`src/rtl/eeprom_bus_pkg.sv`:
```
package eeprom_bus_pkg;
  localparam int ADDR_W    = 10;
  localparam int BYTE_W    = 8;
  localparam int SEL_W     = ADDR_W - BYTE_W;
  localparam logic [3:0] TYPE_CODE = 4'b1010;

  typedef enum logic [3:0] {
    ST_IDLE, ST_DEV, ST_DEV_ACK, ST_WORD, ST_WORD_ACK,
    ST_WDATA, ST_WDATA_ACK, ST_TX, ST_MACK, ST_SKIP
  } slv_state_e;

  typedef struct packed {
    logic start;
    logic stop;
    logic scl_rise;
    logic scl_fall;
  } bus_evt_t;
endpackage

```
`src/rtl/eeprom_line_filter.sv`:
```
module eeprom_line_filter #(
  parameter int SYNC_STAGES = 2,
  parameter int FILT_TAPS   = 3
) (
  input  logic clk,
  input  logic rst_n,
  input  logic line_in,
  output logic line_out
);
  localparam int HALF = FILT_TAPS / 2;

  logic [SYNC_STAGES-1:0] sync_q;
  logic [FILT_TAPS-1:0]   tap_q;
  logic                   vote_d;

  always_comb vote_d = ($countones(tap_q) > HALF);

  always_ff @(posedge clk or negedge rst_n) begin
    if (!rst_n) begin
      sync_q   <= '1;
      tap_q    <= '1;
      line_out <= 1'b1;
    end else begin
      sync_q   <= {sync_q[SYNC_STAGES-2:0], line_in};
      tap_q    <= {tap_q[FILT_TAPS-2:0], sync_q[SYNC_STAGES-1]};
      line_out <= vote_d;
    end
  end
endmodule

```
`src/rtl/eeprom_bus_events.sv`:
```
module eeprom_bus_events
  import eeprom_bus_pkg::*;
(
  input  logic     clk,
  input  logic     rst_n,
  input  logic     scl_f,
  input  logic     sda_f,
  output bus_evt_t evt
);
  logic scl_q, sda_q;

  always_ff @(posedge clk or negedge rst_n) begin
    if (!rst_n) begin
      scl_q <= 1'b1;
      sda_q <= 1'b1;
    end else begin
      scl_q <= scl_f;
      sda_q <= sda_f;
    end
  end

  always_comb begin
    evt.start    = scl_q & scl_f & sda_q & ~sda_f;
    evt.stop     = scl_q & scl_f & ~sda_q & sda_f;
    evt.scl_rise = ~scl_q & scl_f;
    evt.scl_fall = scl_q & ~scl_f;
  end
endmodule

```
`src/rtl/eeprom_bus_slave.sv`:
```
module eeprom_bus_slave
  import eeprom_bus_pkg::*;
#(
  parameter int SYNC_STAGES = 2,
  parameter int FILT_TAPS   = 3,
  parameter int PAGE_BITS   = 4
) (
  input  logic              clk,
  input  logic              rst_n,
  input  logic              dev_sel,
  input  logic              scl_in,
  input  logic              sda_in,
  output logic              sda_pull,
  input  logic              wr_busy,
  output logic              wr_commit,
  output logic [ADDR_W-1:0] mem_addr,
  output logic              mem_we,
  output logic [BYTE_W-1:0] mem_wdata,
  input  logic [BYTE_W-1:0] mem_rdata
);
  localparam int CNT_W = $clog2(BYTE_W + 1);
  localparam logic [CNT_W-1:0] FULL_CNT = CNT_W'(BYTE_W);
  localparam int HI_W = ADDR_W - PAGE_BITS;

  // line conditioning: index 1 = SCL, index 0 = SDA
  logic [1:0] raw_lines, flt_lines;
  assign raw_lines = {scl_in, sda_in};

  for (genvar g = 0; g < 2; g++) begin : g_line
    eeprom_line_filter #(
      .SYNC_STAGES(SYNC_STAGES),
      .FILT_TAPS  (FILT_TAPS)
    ) u_filt (
      .clk     (clk),
      .rst_n   (rst_n),
      .line_in (raw_lines[g]),
      .line_out(flt_lines[g])
    );
  end

  logic     scl_f, sda_f;
  bus_evt_t evt;
  assign scl_f = flt_lines[1];
  assign sda_f = flt_lines[0];

  eeprom_bus_events u_evt (
    .clk  (clk),
    .rst_n(rst_n),
    .scl_f(scl_f),
    .sda_f(sda_f),
    .evt  (evt)
  );

  slv_state_e        state_q, state_d;
  logic [CNT_W-1:0]  cnt_q, cnt_d;
  logic [BYTE_W-1:0] sr_q, sr_d;
  logic [ADDR_W-1:0] addr_q, addr_d;
  logic [SEL_W-1:0]  page_q, page_d;
  logic              rw_q, rw_d;
  logic              pull_q, pull_d;
  logic              we_q, we_d;
  logic [BYTE_W-1:0] wdata_q, wdata_d;
  logic              commit_q, commit_d;
  logic              dirty_q, dirty_d;
  logic              ackok_q, ackok_d;
  logic              dev_match;
  logic [PAGE_BITS-1:0] low_next;

  always_comb begin
    dev_match = (sr_q[7:4] == TYPE_CODE) && (sr_q[3] == dev_sel) && !wr_busy;
    low_next  = addr_q[PAGE_BITS-1:0] + PAGE_BITS'(1);
  end

  // next-state logic
  always_comb begin
    state_d  = state_q;
    cnt_d    = cnt_q;
    sr_d     = sr_q;
    addr_d   = addr_q;
    page_d   = page_q;
    rw_d     = rw_q;
    pull_d   = pull_q;
    we_d     = 1'b0;
    wdata_d  = wdata_q;
    commit_d = 1'b0;
    dirty_d  = dirty_q;
    ackok_d  = ackok_q;

    if (evt.start) begin
      state_d = ST_DEV;
      cnt_d   = '0;
      pull_d  = 1'b0;
      dirty_d = 1'b0;
    end else if (evt.stop) begin
      state_d  = ST_IDLE;
      pull_d   = 1'b0;
      commit_d = dirty_q;
      dirty_d  = 1'b0;
    end else begin
      case (state_q)
        ST_DEV, ST_WORD, ST_WDATA: begin
          if (evt.scl_rise && cnt_q != FULL_CNT) begin
            sr_d  = {sr_q[BYTE_W-2:0], sda_f};
            cnt_d = cnt_q + CNT_W'(1);
          end else if (evt.scl_fall && cnt_q == FULL_CNT) begin
            cnt_d = '0;
            if (state_q == ST_DEV) begin
              if (dev_match) begin
                pull_d  = 1'b1;
                page_d  = sr_q[2:1];
                rw_d    = sr_q[0];
                state_d = ST_DEV_ACK;
              end else begin
                state_d = ST_SKIP;
              end
            end else if (state_q == ST_WORD) begin
              pull_d  = 1'b1;
              addr_d  = {page_q, sr_q};
              state_d = ST_WORD_ACK;
            end else begin
              pull_d  = 1'b1;
              we_d    = 1'b1;
              wdata_d = sr_q;
              dirty_d = 1'b1;
              state_d = ST_WDATA_ACK;
            end
          end
        end
        ST_DEV_ACK: begin
          if (evt.scl_fall) begin
            if (rw_q) begin
              sr_d    = mem_rdata;
              pull_d  = ~mem_rdata[BYTE_W-1];
              cnt_d   = '0;
              state_d = ST_TX;
            end else begin
              pull_d  = 1'b0;
              state_d = ST_WORD;
            end
          end
        end
        ST_WORD_ACK: begin
          if (evt.scl_fall) begin
            pull_d  = 1'b0;
            state_d = ST_WDATA;
          end
        end
        ST_WDATA_ACK: begin
          if (evt.scl_fall) begin
            pull_d  = 1'b0;
            addr_d  = {addr_q[ADDR_W-1:PAGE_BITS], low_next};
            state_d = ST_WDATA;
          end
        end
        ST_TX: begin
          if (evt.scl_rise) begin
            cnt_d = cnt_q + CNT_W'(1);
          end else if (evt.scl_fall) begin
            if (cnt_q == FULL_CNT) begin
              pull_d  = 1'b0;
              cnt_d   = '0;
              state_d = ST_MACK;
            end else begin
              sr_d   = {sr_q[BYTE_W-2:0], 1'b0};
              pull_d = ~sr_q[BYTE_W-2];
            end
          end
        end
        ST_MACK: begin
          if (evt.scl_rise) begin
            addr_d  = addr_q + ADDR_W'(1);
            ackok_d = ~sda_f;
          end else if (evt.scl_fall) begin
            if (ackok_q) begin
              sr_d    = mem_rdata;
              pull_d  = ~mem_rdata[BYTE_W-1];
              cnt_d   = '0;
              state_d = ST_TX;
            end else begin
              state_d = ST_SKIP;
            end
          end
        end
        default: begin
        end
      endcase
    end
  end

  // state registers
  always_ff @(posedge clk or negedge rst_n) begin
    if (!rst_n) begin
      state_q  <= ST_IDLE;
      cnt_q    <= '0;
      sr_q     <= '0;
      addr_q   <= '0;
      page_q   <= '0;
      rw_q     <= 1'b0;
      pull_q   <= 1'b0;
      we_q     <= 1'b0;
      wdata_q  <= '0;
      commit_q <= 1'b0;
      dirty_q  <= 1'b0;
      ackok_q  <= 1'b0;
    end else begin
      state_q  <= state_d;
      cnt_q    <= cnt_d;
      sr_q     <= sr_d;
      addr_q   <= addr_d;
      page_q   <= page_d;
      rw_q     <= rw_d;
      pull_q   <= pull_d;
      we_q     <= we_d;
      wdata_q  <= wdata_d;
      commit_q <= commit_d;
      dirty_q  <= dirty_d;
      ackok_q  <= ackok_d;
    end
  end

  assign sda_pull  = pull_q;
  assign wr_commit = commit_q;
  assign mem_addr  = addr_q;
  assign mem_we    = we_q;
  assign mem_wdata = wdata_q;
endmodule

```
`config.mk`:
```
export PLATFORM = sky130hd
export DESIGN_NAME = eeprom_bus_slave
export DESIGN_NICKNAME = d
export VERILOG_FILES = /design/src/rtl/eeprom_bus_pkg.sv /design/src/rtl/eeprom_line_filter.sv /design/src/rtl/eeprom_bus_events.sv /design/src/rtl/eeprom_bus_slave.sv
export SDC_FILE = /design/constraint.sdc
export NUM_CORES = 1
export LEC_CHECK = 0
export BUFFER_PORTS_ARGS = -buffer_cell sky130_fd_sc_hd__buf_2
export CAP_MARGIN = 40
export CELL_PAD_IN_SITES_DETAIL_PLACEMENT = 0
export CELL_PAD_IN_SITES_GLOBAL_PLACEMENT = 1
export CORE_ASPECT_RATIO = 0.7
export CORE_MARGIN = 10
export CORE_UTILIZATION = 30
export CTS_CLUSTER_DIAMETER = 40
export DETAILED_ROUTE_END_ITERATION = 10
export MAX_ROUTING_LAYER = met4
export PLACE_DENSITY_LB_ADDON = 0.1
export SYNTH_ARGS = -nofsm -noshare
export SYNTH_HDL_FRONTEND = slang
export SYNTH_SLANG_ARGS = --single-unit
```
`constraint.sdc`:
```
create_clock -name clk -period 3.3 [get_ports clk]
set_input_delay 0.165 -clock clk [delete_from_list [all_inputs] [get_ports clk]]
set_output_delay 0.165 -clock clk [all_outputs]
set_load 0.01 [all_outputs]
```
-- After elaboration in Yosys (flattened, before gate mapping)
Index checks and enable logic that the tools add are counted.
- add/subtract/negate cells: 7
- $lt $le $gt $ge: 2
- equal/unequal tests: 50
- multiplexer cells: 79
- bitwise operators: 19
- reduce and logical (&&, ||, !) cells: 24
- operators by type and width (cell ; count):
    4-bit two-way mux ; 27
    8-bit two-way mux ; 9
    32-bit by 1-bit adder with 32-bit output ; 2
    32-bit by 2-bit greater-than comparator with 1-bit output (second input constant) ; 2
    4-bit != test (second input constant) ; 13
    10-bit two-way mux ; 5
    8-bit case mux with 4 select lines ; 1
    1-bit two-way mux ; 31
    2-bit != test (second input constant) ; 15
    10-bit case mux with 3 select lines ; 1
    3-bit != test (second input constant) ; 8
    4-bit case mux with 5 select lines ; 1
    10-bit AND reduction ; 2
    9-bit AND reduction ; 2
    4-bit by 3-bit == test with 1-bit output (second input constant) ; 4
    4-bit case mux with 4 select lines ; 1
    7-bit AND reduction ; 2
    4-bit == test (second input constant) ; 3
    1-bit NOT ; 12
    12-bit AND reduction ; 1
    11-bit AND reduction ; 1
    10-bit by 1-bit adder with 10-bit output (second input constant) ; 1
    3-bit nonzero test ; 3
    4-bit by 1-bit adder with 4-bit output (second input constant) ; 2
    21 further kinds ; 32
- register bits after elaboration: 56
- input port bits: 14
- output and inout bits: 21
- word-level logic and storage cells: 202

-- Longest topological paths before layout
- depth after elaboration: 10
- depth in mapped cells: 9
- depth with buffers taken out: 7

-- Cells and area by module
Synthesis repeated with hierarchy kept, for this count alone.
- cells, all modules: 288
- area, all modules: 3030.4 µm²
- modules (own cells, without submodules) (module ; times used ; cells each ; area each (µm²) ; seq. area each (µm²)):
    eeprom_bus_slave ; 1 ; 266 ; 2587.5 ; 1051.0
    eeprom_line_filter ; 2 ; 8 ; 177.7 ; 157.7
    eeprom_bus_events ; 1 ; 6 ; 87.6 ; 52.6

-- Least setup slack after synthesis
OpenSTA, ideal clock, no wires.
- kind: register to register
- start: register g_line[1].u_filt.line_out
- end: register cnt_q[0]
- setup time: 0.125 ns
- data arrival time: 2.003 ns
- data required time: 3.175 ns
- slack: 1.172 ns
- stages on the path, launching flop included: 8
- buffers on the path: 1
- clock period less this slack: 2.128 ns
- cells stage by stage: dfstp_2 ha_1 clkbuf_1 inv_1 o2111ai_1 a31oi_1 or3_4 mux2_4
- word-level cells in the longest chain between the ends: 6
- elaborated cells on any way between the ends: 26
- those cells by class: eq/ne: 9; mux: 5; bitwise: 8; reduce/logical: 4
- RTL lines (element ; line ; RTL):
    from (decl) ; eeprom_line_filter.sv:8 ; output logic line_out
    from (signal assigned) ; eeprom_line_filter.sv:26 ; line_out <= vote_d;
    1-bit AND ; eeprom_bus_events.sv:25 ; evt.scl_rise = ~scl_q & scl_f;
    1-bit logical AND ; eeprom_bus_slave.sv:102 ; if (evt.scl_rise && cnt_q != FULL_CNT) begin
    4-bit two-way mux ; eeprom_bus_slave.sv:102 ;
    4-bit case mux with 4 select lines ; eeprom_bus_slave.sv:100 ; case (state_q)
    4-bit two-way mux ; eeprom_bus_slave.sv:94 ; end else if (evt.stop) begin
    4-bit two-way mux ; eeprom_bus_slave.sv:89 ; if (evt.start) begin
    to (signal assigned) ; eeprom_bus_slave.sv:207 ; cnt_q <= cnt_d;
    to (decl) ; eeprom_bus_slave.sv:55 ; logic [CNT_W-1:0] cnt_q, cnt_d;
Parallel ways exist; a longest one is shown, timed or not. The select of a mux whose other input is x is not followed.
A chain may end at the register's enable or synchronous reset.

-- Final worst setup path
- start: register state_q[3]
- end: register sr_q[2]
- word-level cells in the longest chain between the ends: 4
- elaborated cells on any way between the ends: 19
- those cells by class: eq/ne: 15; mux: 1; reduce/logical: 3
- RTL lines (element ; line ; RTL):
    from (decl) ; eeprom_bus_slave.sv:54 ; slv_state_e state_q, state_d;
    from (signal assigned) ; eeprom_bus_slave.sv:206 ; state_q <= state_d;
    4-bit by 1-bit == test with 1-bit output, or another cell as far along ; eeprom_bus_slave.sv:100 ;
    3-bit OR reduction ; eeprom_bus_slave.sv:100 ;
    4-bit nonzero test (no line) / 2-bit != test (equally long branches) ; n/a ;
    12-bit AND reduction (no line) ; n/a ;
    to (signal assigned) ; eeprom_bus_slave.sv:208 ; sr_q <= sr_d;
    to (decl) ; eeprom_bus_slave.sv:56 ; logic [BYTE_W-1:0] sr_q, sr_d;
Parallel ways exist; a longest one is shown, timed or not.

==> implementation parameters <==
Parameter                              Value

Global route
  Number of antenna violations at the first check in global routing    0
  Global-route wire length before repair    14500 um
  GRT Total Usage    12.3%
  Congestion Overflow GR    0
  Busiest layer in global routing    met1
  Met2 usage    15.3%
  Via count of the first global-routing pass    2450
  Maximum number of pins on one net before global-route repair    32
  GR Util met3    2.74%
  Met1 usage in global routing    19.2%

Final layout
  Share of post-route cells with drive strength above 1    25.3%
  Post-layout net count    369
  Area Overhead vs Synth    15.2%
  Antenna diode count    0
  Layout Cell Area excl Fill    0.00359 mm^2
  Filler Cells Inserted    1090

Worst setup path
  Critical path buffer and inverter count    0
  Reg-to-Reg End    sr_q[2]
  Launch point of the worst reg-to-reg path    state_q[3]
  Depth of the most critical reg-to-reg path    4
  Type of destination of the critical path    register
  Max stage delay on crit path    0.73 ns
  Arr. time, crit path    2.80 ns
  Family with the most delay on the worst path    simple AND/OR/NAND/NOR gates
  Stages on the worst setup path    4
  Critical path, cell by cell    nor4b_4 > a311oi_1 > nor3_2 > mux2_2
  Largest driver fanout on the critical path    22
  Setup CP Type    register to register
  Required time of the critical path    3.49 ns
  Worst setup SP type    register
  Reg-to-reg setup timing slack    0.69 ns
  Cell at the slowest stage of the critical path    sky130_fd_sc_hd__dfrtp_1

CTS
  Depth of the CTS H-tree    2
  Worst-case clock buffer depth    2
  TritonCTS clock tree    yes
  Number of buffers added by the clock tree synthesis step    5
  Clk root buf    sky130_fd_sc_hd__clkbuf_16
  Clock-pin slew of the registers on the worst-case setup and hold paths    0.08 ns
  Worst-Skew Late Latency    0.30 ns
  Clock Sinks    56

Synth
  Proportion of register bits with asynchronous set or reset after synthesis    100%
  Mean cell area of the mapped netlist    9.88 um^2
  Number of enable flip-flop cells after synthesis    0
  Post-synth top area cell    sky130_fd_sc_hd__dfrtp_1
  Net count of the mapped netlist    337
  Distinct cell type count after synthesis    57
  Most frequent cells after synthesis    sky130_fd_sc_hd__dfrtp_1, sky130_fd_sc_hd__nand2_1, sky130_fd_sc_hd__mux2_2, sky130_fd_sc_hd__o21ai_0, sky130_fd_sc_hd__nor2_1
  Share of synthesized area occupied by flip-flops and latches    45.6%
  Top-count cell post-synth    sky130_fd_sc_hd__dfrtp_1
  Number of synthesized register bits    56
  Netlist area before placement    0.00311 mm^2
  Mapped Cells    315
  Synth top area cells    sky130_fd_sc_hd__dfrtp_1, sky130_fd_sc_hd__dfstp_2, sky130_fd_sc_hd__mux2_2
  Dominant register cell in the synthesized netlist    sky130_fd_sc_hd__dfrtp_1
  Top-area cell type share of the netlist area    33.8%
  Synth warn    0

Route
  Antenna Nets Post-Route    0
  Ratio of routed vias to standard cells    5.31
  First-iteration detailed-routing DRC count    192
  Post-detailed-route DRC marker count    0
  Vias    2548
  Total Wirelength    8930 um
  Number of optimization iterations in the first detailed-route pass    4
  Post-DR wirelength/cell    18.6 um

Floorplan
  Die Y-Extent    105 um
  Effective utilization at floorplan    30.4%
  I/O pin count    35
  Core region area    0.0102 mm^2
  Area of the die    0.0149 mm^2
  Site row count    31
  Die boundary width    142 um

Place
  Count of buffers inserted at the top-level ports    34
  Last weighted congestion value of the routability-driven placer    0.874
  Cell area after placement    0.00340 mm^2
  Post-Place Worst Slack    0.719 ns
  Sum of net half-perimeters after detailed placement    6400 um

Power and ir drop
  Static leakage power    0.00164 uW
  Power per unit of standard cell area    810 mW/mm^2
  VDD IR max    0.000255 V

Hold path
  Worst min-delay path startpoint    mem_rdata[4]
  Hold Crit Depth    4
  End point of the most critical hold path    sr_q[4]
  Worst hold path type    primary input to register

STA
  Post-Route Setup TNS    0 ns
  Number of pins exceeding their max-slew limit in the final report    0
  Fmax    0.384 GHz
  Final critical-path required period    2.61 ns
  RSZ-0062 raised after global routing    no
  Final WS setup    0.693 ns
  Tightest slew margin relative to the limit    49.6%
  Total count of hold-check failures in the final report    0
  Count of final setup violators    0
  Share of the cycle needed by the critical path after routing    79.0%
  Actual transition at the worst max-transition pin    0.755 ns
  Worst clock skew    0.00988 ns

Flow run
  Max-cap viol count    0

Outcome
  Outcome    completed
==> worst register-to-register path, cell delays in order, from the launching register on <==
cell	delay, ns
sky130_fd_sc_hd__dfrtp_1	0.73
sky130_fd_sc_hd__nor4b_4	0.57
sky130_fd_sc_hd__a311oi_1	0.23
sky130_fd_sc_hd__nor3_2	0.55
sky130_fd_sc_hd__mux2_2	0.41
==> placed cells by master, fill, tap and decap left out, types with 3 or more instances in the layout <==
master | netlist | layout
sky130_fd_sc_hd__nor4_1 | 3 | 3
sky130_fd_sc_hd__a211oi_1 | 3 | 3
sky130_fd_sc_hd__a2bb2oi_1 | 3 | 3
sky130_fd_sc_hd__a22oi_1 | 4 | 4
sky130_fd_sc_hd__buf_2 | 4 | 34
sky130_fd_sc_hd__mux2_2 | 22 | 22
sky130_fd_sc_hd__o41ai_1 | 4 | 4
sky130_fd_sc_hd__nor3_1 | 7 | 7
sky130_fd_sc_hd__dlygate4sd3_1 | 0 | 3
sky130_fd_sc_hd__nand2b_1 | 7 | 7
sky130_fd_sc_hd__nand2_1 | 38 | 38
sky130_fd_sc_hd__nor2_1 | 19 | 19
sky130_fd_sc_hd__o21bai_1 | 3 | 3
sky130_fd_sc_hd__and3_1 | 8 | 8
sky130_fd_sc_hd__nand3b_1 | 3 | 3
sky130_fd_sc_hd__buf_4 | 0 | 3
sky130_fd_sc_hd__nor2b_1 | 4 | 4
sky130_fd_sc_hd__a21o_1 | 5 | 5
sky130_fd_sc_hd__mux2i_1 | 3 | 3
sky130_fd_sc_hd__inv_1 | 10 | 10
sky130_fd_sc_hd__a31oi_1 | 5 | 5
sky130_fd_sc_hd__and3b_1 | 3 | 3
sky130_fd_sc_hd__a21oi_1 | 12 | 12
sky130_fd_sc_hd__clkbuf_16 | 0 | 5
sky130_fd_sc_hd__o21ai_0 | 22 | 22
sky130_fd_sc_hd__nand3_1 | 7 | 7
sky130_fd_sc_hd__dfstp_2 | 14 | 14
sky130_fd_sc_hd__o2bb2ai_1 | 3 | 3
sky130_fd_sc_hd__dfrtp_1 | 42 | 42
sky130_fd_sc_hd__ha_1 | 8 | 8
==> layer usage <==
| metal | up-vias | routed length [um] |
|---|---|---|
| met2 | 74 | 3370 |
| li1 | 1216 | - |
| met5 | - | 0 |
| met1 | 1251 | 5010 |
| met4 | 0 | 65 |
| met3 | 7 | 489 |
==> through the flow <==
stage                     hold WS (ns)  std cells  util (%)  power (uW)
after floorplan                 -0.131        315         -        1940
after global placement           0.248        469      33.2        2340
after detailed placement         0.246        469      33.2        2320
after CTS                        0.179        480      35.0        2920
after global routing             0.204        480      35.0        3120
final                            0.184        480      35.0        2900
==> repair_timing <==
item,4_1_cts,5_1_grt
setup buffers,0,0
resized for setup,0,0
hold endpoints to repair,27,0
hold buffers,3,0
==> final cells by class <==
class | instances | area, um^2 | share of cell area, %
well taps | 132 | 165 | 4.61
flip-flops and latches | 56 | 1420 | 39.6
clock buffers | 5 | 125 | 3.49
multi-input cells | 234 | 1590 | 44.3
clock inverters | 3 | 28.8 | 0.803
repair buffers | 40 | 223 | 6.21
inverters | 10 | 37.5 | 1.05
==> logic make-up after synthesis <==
logic type      after synthesis  share of synthesized area, %
buf+inv                      25                          3.42
mux                          26                          9.41
xor+xnor                      3                         0.844
simple gates                116                          20.1
fa+ha+maj                     8                          3.22
compound gates               81                          17.4
flops                        56                          45.6
==> power breakdown <==
group          internal (uW)  switching (uW)  leakage (uW)
logic                    525             699      0.000866
clock network            294             289     0.0000767
registers                837             260      0.000700
==> sequential cells by signal, indices dropped and copies added (netlist names), 2 cells and up <==
register	flops
page_q	2
g_line.u_filt.line_out	2
state_q	4
mem_addr	10
cnt_q	4
g_line.u_filt.tap_q	6
sr_q	8
mem_wdata	8
g_line.u_filt.sync_q	4
==> how the worst max path moves through the flow <==
stage / start / endpoint / slack, ns
global route: state_q[3] / sr_q[5] / 0.45
finish: state_q[3] / sr_q[2] / 0.69
detailed placement: state_q[3] / sr_q[4] / 0.72
floorplan: g_line[1].u_filt.line_out / cnt_q[0] / 1.17
CTS: state_q[3] / sr_q[4] / 0.70
global placement: state_q[3] / state_q[0] / 0.74
(Power assumes the default switching activity.)
